<file path="src/rtl/phase_step_ctrl.sv">
module phase_step_ctrl #(
  parameter int TIMEOUT_CYCLES = 1280,
  parameter int RESET_HOLD     = 8,
  parameter int STEP_W         = 16,
  parameter int RETRY_W        = 4
) (
  input  logic               clk,
  input  logic               rst_n,
  input  logic               req_valid,
  input  logic               req_dir,
  output logic               req_ready,
  input  logic               mgr_locked,
  input  logic               mgr_done,
  output logic               mgr_en,
  output logic               mgr_incdec,
  output logic               busy,
  output logic               step_done,
  output logic [STEP_W-1:0]  step_count,
  output logic [RETRY_W-1:0] retry_count,
  output logic               first_done
);

  localparam int TMR_W  = $clog2(TIMEOUT_CYCLES + 1);
  localparam int HOLD_W = $clog2(RESET_HOLD + 1);
  localparam logic [RETRY_W-1:0] RETRY_MAX = '1;

  typedef enum logic [2:0] {
    RESET_WAIT, WAIT_LOCK, IDLE, PULSE, WAIT_DONE, DONE
  } state_t;

  state_t state, state_nx;
  logic [TMR_W-1:0]  tmr;
  logic [HOLD_W-1:0] hold_cnt;

  wire accept   = (state == IDLE) && req_valid && mgr_locked;
  wire hold_end = (hold_cnt == HOLD_W'(RESET_HOLD - 1));
  wire expired  = !first_done && (tmr == TMR_W'(TIMEOUT_CYCLES - 1));
  wire lock_lost = (state != RESET_WAIT) && !mgr_locked;
  wire reissue  = (state == WAIT_DONE) && mgr_locked && !mgr_done && expired;

  assign req_ready = (state == IDLE);
  assign mgr_en    = (state == PULSE);
  assign step_done = (state == DONE);
  assign busy      = (state == PULSE) || (state == WAIT_DONE) || (state == DONE);

  always_comb begin
    state_nx = state;
    if (lock_lost) state_nx = WAIT_LOCK;
    else begin
      case (state)
        RESET_WAIT: if (hold_end) state_nx = WAIT_LOCK;
        WAIT_LOCK:  state_nx = IDLE;
        IDLE:       if (req_valid) state_nx = PULSE;
        PULSE:      state_nx = WAIT_DONE;
        WAIT_DONE:  if (mgr_done) state_nx = DONE;
                    else if (expired) state_nx = PULSE;
        DONE:       state_nx = IDLE;
        default:    state_nx = WAIT_LOCK;
      endcase
    end
  end

  always_ff @(posedge clk) begin
    if (!rst_n) begin
      state       <= RESET_WAIT;
      hold_cnt    <= '0;
      tmr         <= '0;
      mgr_incdec  <= 1'b0;
      step_count  <= '0;
      retry_count <= '0;
      first_done  <= 1'b0;
    end else begin
      state <= state_nx;
      if (state == RESET_WAIT) hold_cnt <= hold_cnt + HOLD_W'(1);
      if (state == WAIT_DONE) tmr <= tmr + TMR_W'(1);
      else tmr <= '0;
      if (accept) mgr_incdec <= req_dir;
      if (reissue && retry_count != RETRY_MAX) retry_count <= retry_count + RETRY_W'(1);
      if (lock_lost) first_done <= 1'b0;
      else if (state == WAIT_DONE && mgr_done) begin
        first_done <= 1'b1;
        step_count <= step_count + STEP_W'(1);
      end
    end
  end

  assert_en_one_cycle_R3: assert property (@(posedge clk) disable iff (!rst_n)
    mgr_en |=> !mgr_en);
  assert_en_needs_lock_R2: assert property (@(posedge clk) disable iff (!rst_n)
    mgr_en |-> $past(mgr_locked));
  assert_dir_held_R4: assert property (@(posedge clk) disable iff (!rst_n)
    (busy && $past(busy)) |-> $stable(mgr_incdec));
  assert_no_accept_busy_R5: assert property (@(posedge clk) disable iff (!rst_n)
    req_ready |-> !busy);
  assert_done_follows_mgr_R6: assert property (@(posedge clk) disable iff (!rst_n)
    $rose(step_done) |-> $past(mgr_done));
  assert_retry_saturates_R7: assert property (@(posedge clk) disable iff (!rst_n)
    (retry_count == RETRY_MAX) |=> (retry_count == RETRY_MAX));
  assert_no_blind_reissue_R8: assert property (@(posedge clk) disable iff (!rst_n)
    (mgr_en && first_done) |-> $past(req_ready));
  assert_unlock_clears_R9: assert property (@(posedge clk) disable iff (!rst_n)
    ($past(state) != RESET_WAIT && !$past(mgr_locked)) |-> (!busy && !first_done));

endmodule

</file>
<file path="config.mk">
export PLATFORM = sky130hd
export DESIGN_NAME = phase_step_ctrl
export DESIGN_NICKNAME = d
export VERILOG_FILES = /design/src/rtl/phase_step_ctrl.sv
export SDC_FILE = /design/constraint.sdc
export NUM_CORES = 1
export LEC_CHECK = 0
export CORE_UTILIZATION = 30
export DETAILED_ROUTE_END_ITERATION = 8
export GPL_TIMING_DRIVEN = 0
export MAX_ROUTING_LAYER = met4
export PLACE_DENSITY_LB_ADDON = 0.08
export SKIP_CTS_REPAIR_TIMING = 1
export SLEW_MARGIN = 20
export SYNTH_ARGS = -nofsm -noshare
export SYNTH_HDL_FRONTEND = slang
export SYNTH_SLANG_ARGS = --single-unit
</file>
<file path="constraint.sdc">
create_clock -name clk -period 3.8 [get_ports clk]
set_clock_uncertainty 0.15 [all_clocks]
set_input_delay 0.38 -clock clk [delete_from_list [all_inputs] [get_ports clk]]
set_output_delay 0.38 -clock clk [all_outputs]
set_load 0.005 [all_outputs]
</file>
## Word level (Yosys, flattened, before mapping)

Cells that the tools add are included.

| word-level totals | value |
|---|---|
| bits of input ports | 6 |
| bits in latches | 0 |
| memories | 0 |
| bits in writable memories | 0 |
| output and inout port bits | 26 |
| flip-flop bits (word level) | 40 |
| memory bits (read-only) | 0 |

| cells by class | value |
|---|---|
| equality and inequality tests | 14 |
| reductions and logical operators | 22 |
| multiply operators | 0 |
| add/sub/neg operators | 4 |
| $lt $le $gt $ge | 0 |
| shift-type cells | 0 |
| bitwise logic cells | 2 |
| multiplexer cells | 6 |
| divide/modulo/power cells | 0 |

Operators by type and width:

| cell | number |
|---|---|
| $add 16x1->16 const B | 1 |
| $pmux 3 s5 | 1 |
| $mux 3 | 4 |
| $add 11x1->11 const B | 1 |
| $eq 11x11->1 const B | 1 |
| $logic_and 1x1->1 | 9 |
| $add 4x1->4 const B | 2 |
| $ne 4x4->1 const B | 2 |
| $eq 3x2->1 const B | 2 |
| $eq 3x3->1 const B | 2 |
| $ne 3x3->1 const B | 2 |
| $reduce_and 3->1 | 2 |
| $eq 4x3->1 const B | 1 |
| $ne 2x2->1 const B | 2 |
| $reduce_and 2->1 | 2 |
| $reduce_or 2->1 | 2 |
| $eq 3x1->1 const B | 1 |
| $logic_not 1->1 | 3 |
| $logic_not 3->1 | 1 |
| $ne 3x2->1 const B | 1 |
| $reduce_bool 3->1 | 1 |
| $logic_or 1x1->1 | 2 |
| $not 1->1 | 2 |
| $mux 1 | 1 |

## Longest topological paths before layout

Gate-level depths: netlist of the first run.

| logic depth | value |
|---|---|
| word-level depth | 6 |
| gate-level depth with buffers | 6 |
| mapped depth without buffers | 6 |

## Worst setup path before layout of the first run

OpenSTA, ideal clock, no wires.

| timing | value |
|---|---|
| path type | register to register |
| from | register first_done |
| to | register retry_count[3] |
| stages on the path, launching flop included | 6 |
| required time | 3580 ps |
| data arrival time | 1728 ps |
| slack | 1851 ps |
| library setup time | 70 ps |
| buffers on the path | 1 |
| cells stage by stage | dfxtp_1 > or4b_4 > or3_1 > clkbuf_2 > or3_1 > a21oi_1 |

| on the way | value |
|---|---|
| longest elaborated chain between the ends | 4 |

Ends and longest elaborated chain:

| what | RTL line | text |
|---|---|---|
| start: declaration | 20 | `output logic first_done` |
| start signal: assignment | 71 | `first_done <= 1'b0;` |
| start signal: assignment | 79 | `if (lock_lost) first_done <= 1'b0;` |
| start signal: assignment | 81 | `first_done <= 1'b1;` |
| $logic_not 1->1 | 37 | `wire expired = !first_done && (tmr == TMR_W'(TIMEOUT_CYCLES - 1));` |
| $logic_and 1x1->1 | 37 |  |
| $logic_and 1x1->1 | 39 | `wire reissue = (state == WAIT_DONE) && mgr_locked && !mgr_done && expired;` |
| $logic_and 1x1->1 | 78 | `if (reissue && retry_count != RETRY_MAX) retry_count <= retry_count + RETRY_W'(1);` |
| end signal: assignment | 78 |  |
| end: declaration | 19 | `output logic [RETRY_W-1:0] retry_count,` |

No other way between the ends.
A chain may end at the register's enable or synchronous reset.

## Final worst setup path of the first run

| timing | value |
|---|---|
| from | register state[1] |
| to | output req_ready |

| on the way | value |
|---|---|
| longest elaborated chain between the ends | 1 |

Ends and longest elaborated chain:

| what | RTL line | text |
|---|---|---|
| start: declaration | 31 | `state_t state, state_nx;` |
| start signal: assignment | 73 | `state <= state_nx;` |
| $eq 3x2->1 | 41 | `assign req_ready = (state == IDLE);` |
| end: declaration | 11 | `output logic req_ready,` |

No other way between the ends.

==> results of run 1 <==
-- report_power, final --
group	internal, mW	total (mW)	switching (mW)
Clock	0.125	0.269	0.144
Combinational	0.0470	0.0982	0.0512
Sequential	0.437	0.457	0.0200
-- synth_stat cells (all sizes together) --
library cell	number
nor3b	1
nor4b	1
a21o	1
or3	13
a211oi	1
nand3	15
a21oi	14
nand2b	2
and2	3
or4	1
and4bb	1
xnor2	8
or4b	1
and3	3
nor2b	1
nand4	10
nand2	14
nand3b	1
o211ai	1
dfxtp	40
o21ai	15
xor2	8
inv	7
clkbuf	6
ha	4
a221oi	1
and4	2
buf	2
nor2	25
nor3	3
mux2i	4
o31ai	3
-- final cells by class --
| type | instances | area share |
|---|---|---|
| buffer | 8 | 0.0148 |
| tap | 72 | 0.0395 |
| multi-input combinational | 157 | 0.413 |
| clock buffer | 6 | 0.0318 |
| sequential | 40 | 0.351 |
| timing repair buffer | 31 | 0.136 |
| inverter | 7 | 0.0115 |
| clock inverter | 1 | 0.00219 |
-- worst paths after layout --
kind / end / depth (start not counted) / start
hold reg to reg: tmr[0] / 1 / tmr[0]
hold / removal: tmr[0] / 1 / tmr[0]
setup / recovery: req_ready / 4 / state[1]
setup reg to reg: retry_count[3] / 6 / tmr[0]
-- critical path, cell delays in order (launching register included) --
cell and delay [ns]:
dfxtp_1 0.41, inv_1 0.11, or3_1 0.44, inv_1 0.10
clkdlybuf4s50_1 0.50
-- cell families (layout without fill, tap and decap cells) --
| kind of cell | Yosys count | in the layout | share of synthesized area |
|---|---|---|---|
| adder cells (fa/ha/maj) | 4 | 4 | 0.0278 |
| buffers and inverters | 15 | 53 | 0.0333 |
| AND/OR/NAND/NOR | 97 | 97 | 0.285 |
| XOR/XNOR | 16 | 16 | 0.0777 |
| flip-flops | 40 | 40 | 0.444 |
| multiplexers | 4 | 4 | 0.0222 |
| AO/OA/AOI/OAI | 36 | 36 | 0.110 |
-- registers in the layout (all words and copies together), names as in the netlist --
signal,flops
mgr_incdec,1
tmr,11
state,3
retry_count,4
hold_cnt,4
first_done,1
step_count,16
-- layout by cell type (no fill, tap or decap), types with 2 or more instances in the layout --
cell,n
dfxtp_1,40
clkdlybuf4s50_1,31
nor2_1,25
nand3_1,15
o21ai_0,15
nand2_1,14
a21oi_1,14
or3_1,12
nand4_1,10
xor2_1,8
xnor2_1,8
inv_1,7
clkbuf_1,6
clkbuf_8,5
mux2i_1,4
ha_1,4
and3_1,3
and2_1,3
o31ai_1,3
nor3_1,3
buf_2,2
nand2b_1,2
and4_1,2
-- per-stage QoR --
stage / power [mW] / area, um^2 / util / setup WS (ns)
final: 0.824 / 2280 / 0.404 / 1.42
after CTS: 0.841 / 2280 / 0.404 / 1.36
after detailed placement: 0.565 / 2200 / 0.391 / 1.26
after global placement: 0.564 / 2200 / 0.391 / 1.29
after global routing: 0.877 / 2280 / 0.404 / 1.28
after floorplan: 0.532 / 1800 / - / 1.85
-- routing by layer --
| metal | up-vias | track usage | share of wire |
|---|---|---|---|
| met1 | 709 | 0.186 | 0.52 |
| met4 | 0 | 0.0327 | 0.0049 |
| met5 | - | - | 0 |
| li1 | 822 | - | - |
| met3 | 2 | 0.0411 | 0.038 |
| met2 | 25 | 0.198 | 0.43 |
==> impl_metrics.yaml, run 1 <==
drt:
  viasPerCell: 4.84
  wire_per_inst_um: 12.0
  route.detailed.drc: 0
  postRouteAntennaNets: 0
  drt_iter0_markers: 86
  drt_pass1_iterations: 4
  vias: 1558
  finalWirelength_mm: 3.88
global_route:
  grt_overflow: 0
  antenna_found_initial: 0
  grt_max_degree: 12
  grt_pass1_vias: 1374
  grt_pass1_wl_mm: 6.55
  grt.total_usage: 0.137
layout:
  num-fill-cells: 583
  seq_area_um2: 801
  antenna_cells: 0
  fin_nets: 260
  fin_cells: 322
  multi_input_comb_area_um2: 942
  syn2layout_area_growth_pct: 26.5
  drive_gt1_frac: 0.0480
floorplan:
  die_h_um: 79.5
  start_util: 0.320
  core_area_um2: 5640
  io-pin-count: 32
  die-area_um2: 6320
  fp.dieW_um: 79.5
  rows: 27
power_and_ir_drop:
  peakVddDrop_mv: 0.145
  leakage_nw: 0.766
  power_density_nw_per_um2: 361
timing:
  max_slew_margin: 0.479
  fin_crit_ns: 2.38
  post-route-period-util: 0.625
  rsz0062_at_grt: "no"
  hold_violations: 0
  tightest_slew_ns: 0.771
  maxSlewViolCount: 0
  max_freq_mhz: 421
  setup_viol: 0
  hold_ws_ns: 0.315
  tns_ns: 0
clocking:
  clkSinkCount: 40
  clk_pin_slew_ns: 0.08
  cts_tree: "built"
  clockBufferDepth: 2
  cts_made_buffers: 5
  cts-htree-levels: 2
  clock_latency_ns: 0.28
  root_buffer: "clkbuf_8"
critical_path:
  cp-start-kind: "register"
  crit_arrival_ns: 1.85
  cp_max_fo: 6
  worstPathRequired_ns: 3.27
  r2r_slack_ns: 1.69
  criticalPathCategory: "register to output port"
  cp-end-kind: "output port"
yosys:
  postSynthCellCount: 212
  synth_top_cell_by_area: "dfxtp_1"
  avgSynthCellArea_um2: 8.50
  ys_types: 34
  syn_area_um2: 1800
  synth_seq_cells: 40
  yosysTopAreaCellShare: 0.444
  synth_fp_nets: 222
  yosysWarnings: 0
  synth.area.top_cells: "dfxtp_1 44%, nor2_1 5.2%, nand3_1 4.2%"
  ys_seq_area_frac: 0.444
place:
  portBuffers: 31
  gp_congestion: 0.742
  place_inst: 315
  dp_hpwl_mm: 2.82
job:
  maxCapViolations: 0
min_path:
  hold_path_class: "register to register"
outcome:
  status: "complete, no violations"
(Power assumes the default switching activity.)
==> inputs of run 2 (changes only) <==
Clock period 3.8 ns to 2 ns, I/O delays scaled along.
==> run 2 against run 1 <==
Against the previous run: non-clock buffer count rose by 4; routed wire length rose by 2.7%; clock power rose by 90%; worst hold slack barely moved.
==> impl_metrics.yaml, run 2 (synthesis gave the netlist of run 1 again) <==
outcome:
  status: "complete, no violations"
floorplan:
  die-area_um2: 6320
  rows: 27
  die_h_um: 79.5
  core_area_um2: 5640
  fp.dieW_um: 79.5
  io-pin-count: 32
  start_util: 0.320
global_route:
  grt_pass1_wl_mm: 6.55
  grt.total_usage: 0.137
  grt_overflow: 0
  antenna_found_initial: 0
  grt_max_degree: 12
  grt_pass1_vias: 1374
timing:
  fin_crit_ns: 1.95
  hold_ws_ns: 0.315
  tns_ns: 0
  setup_viol: 0
  max_freq_mhz: 513
  finalWorstSetupSlack_ns: 0.0510
  rsz0062_at_grt: "yes"
  post-route-period-util: 0.974
  hold_violations: 0
  maxSlewViolCount: 0
  max_slew_margin: 0.529
  tightest_slew_ns: 0.701
critical_path:
  cp_num_buf_inv: 0
  cp-start-kind: "register"
  criticalPathCategory: "register to register"
  cp_max_fo: 6
  cp-end-kind: "register"
  slowest_delay_ns: 0.53
  crit_family: "simple AND/OR/NAND/NOR gates"
  worstPathRequired_ns: 2.07
  worstPathCellList: "or4b_4 > or3_4 > or3_1 > a21oi_1"
  crit_arrival_ns: 2.02
  crit_slowest_cell: "or4b_4"
place:
  portBuffers: 31
  dp_hpwl_mm: 2.82
  dp_slack_ns: -0.355
  place_inst: 315
  place_area_um2: 2200
  gp_congestion: 0.742
clocking:
  cts_made_buffers: 5
  cts-htree-levels: 2
  clk_pin_slew_ns: 0.08
  clkSinkCount: 40
  cts_tree: "built"
  clockBufferDepth: 2
  clock_latency_ns: 0.28
  root_buffer: "clkbuf_8"
layout:
  drive_gt1_frac: 0.118
  stdcell_area_um2: 2370
  fin_nets: 264
  top_register: "step_count"
  syn2layout_area_growth_pct: 31.6
  layout_commonest_cell: "dfxtp_1"
  layout_common_cells: "35 x dfxtp_1, 30 x clkdlybuf4s50_1, 24 x nor2_1, 15 x o21ai_0"
  largestRegisters: "step_count: 16 flops, tmr: 11 flops"
  largest_reg_flops: 16
  antenna_cells: 0
  fin_cells: 326
drt:
  finalWirelength_mm: 3.98
  vias: 1584
  postRouteAntennaNets: 0
  route.detailed.drc: 0
  drt_iter0_markers: 97
  wire_per_inst_um: 12.2
  drt_pass1_iterations: 4
  viasPerCell: 4.86
power_and_ir_drop:
  power_density_nw_per_um2: 670
  peakVddDrop_mv: 0.276
  leakage_nw: 0.813
min_path:
  hold_path_class: "register to register"
job:
  maxCapViolations: 0
[run 2: cell types whose count changed in the layout (fill, tap and decap cells not counted), sizes merged]
cell / delta
dlymetal6s2s: +1
clkbuf: -1
clkdlybuf4s50: -1
buf: +5
[run 2: path summary, 6_finish.rpt]
kind,start,end,slack (ns),depth (start not counted)
max,first_done,retry_count[3],0.05,4
min reg2reg,tmr[0],tmr[0],0.32,1
min,tmr[0],tmr[0],0.32,1
max reg2reg,first_done,retry_count[3],0.05,4
[run 2: worst reg2reg max path, stage by stage (launching register included)]
cell,delay [ns]
dfxtp_2,0.33
or4b_4,0.53
or3_4,0.44
or3_1,0.32
a21oi_1,0.12
[run 2: final cells by class]
cell class                      instances  area, um^2
Inverter                                7        26.3
Clock buffer                            6        72.6
Multi-Input combinational cell        157         985
Fill cell                             579        3270
Clock inverter                          1        5.00
Timing Repair Buffer                   37         358
Tap cell                               72        90.1
Sequential cell                        40         812
Buffer                                  6        25.0
[run 2: through the flow]
stage               total power, mW   util
finish                         1.59  0.421
global route                   1.69  0.421
CTS                            1.60  0.404
detailed placement             1.07  0.391
global placement               1.07  0.391
floorplan                      1.01      -
[run 2: per-layer routing]
layer  wire length [um]  share of wire  vias to the layer above  GRT usage
li1                   -              -                      832          -
met1               2030           0.51                      721      0.186
met2               1740           0.44                       29      0.198
met3                199          0.050                        2     0.0411
met4                 19         0.0048                        0     0.0327
met5                  0              0                        -          -
[run 2: power by group]
group          total [mW]  internal (mW)  switching (mW)
combinational       0.202          0.100           0.102
clock               0.512          0.238           0.275
sequential          0.874          0.832          0.0420
total                1.59           1.17           0.419
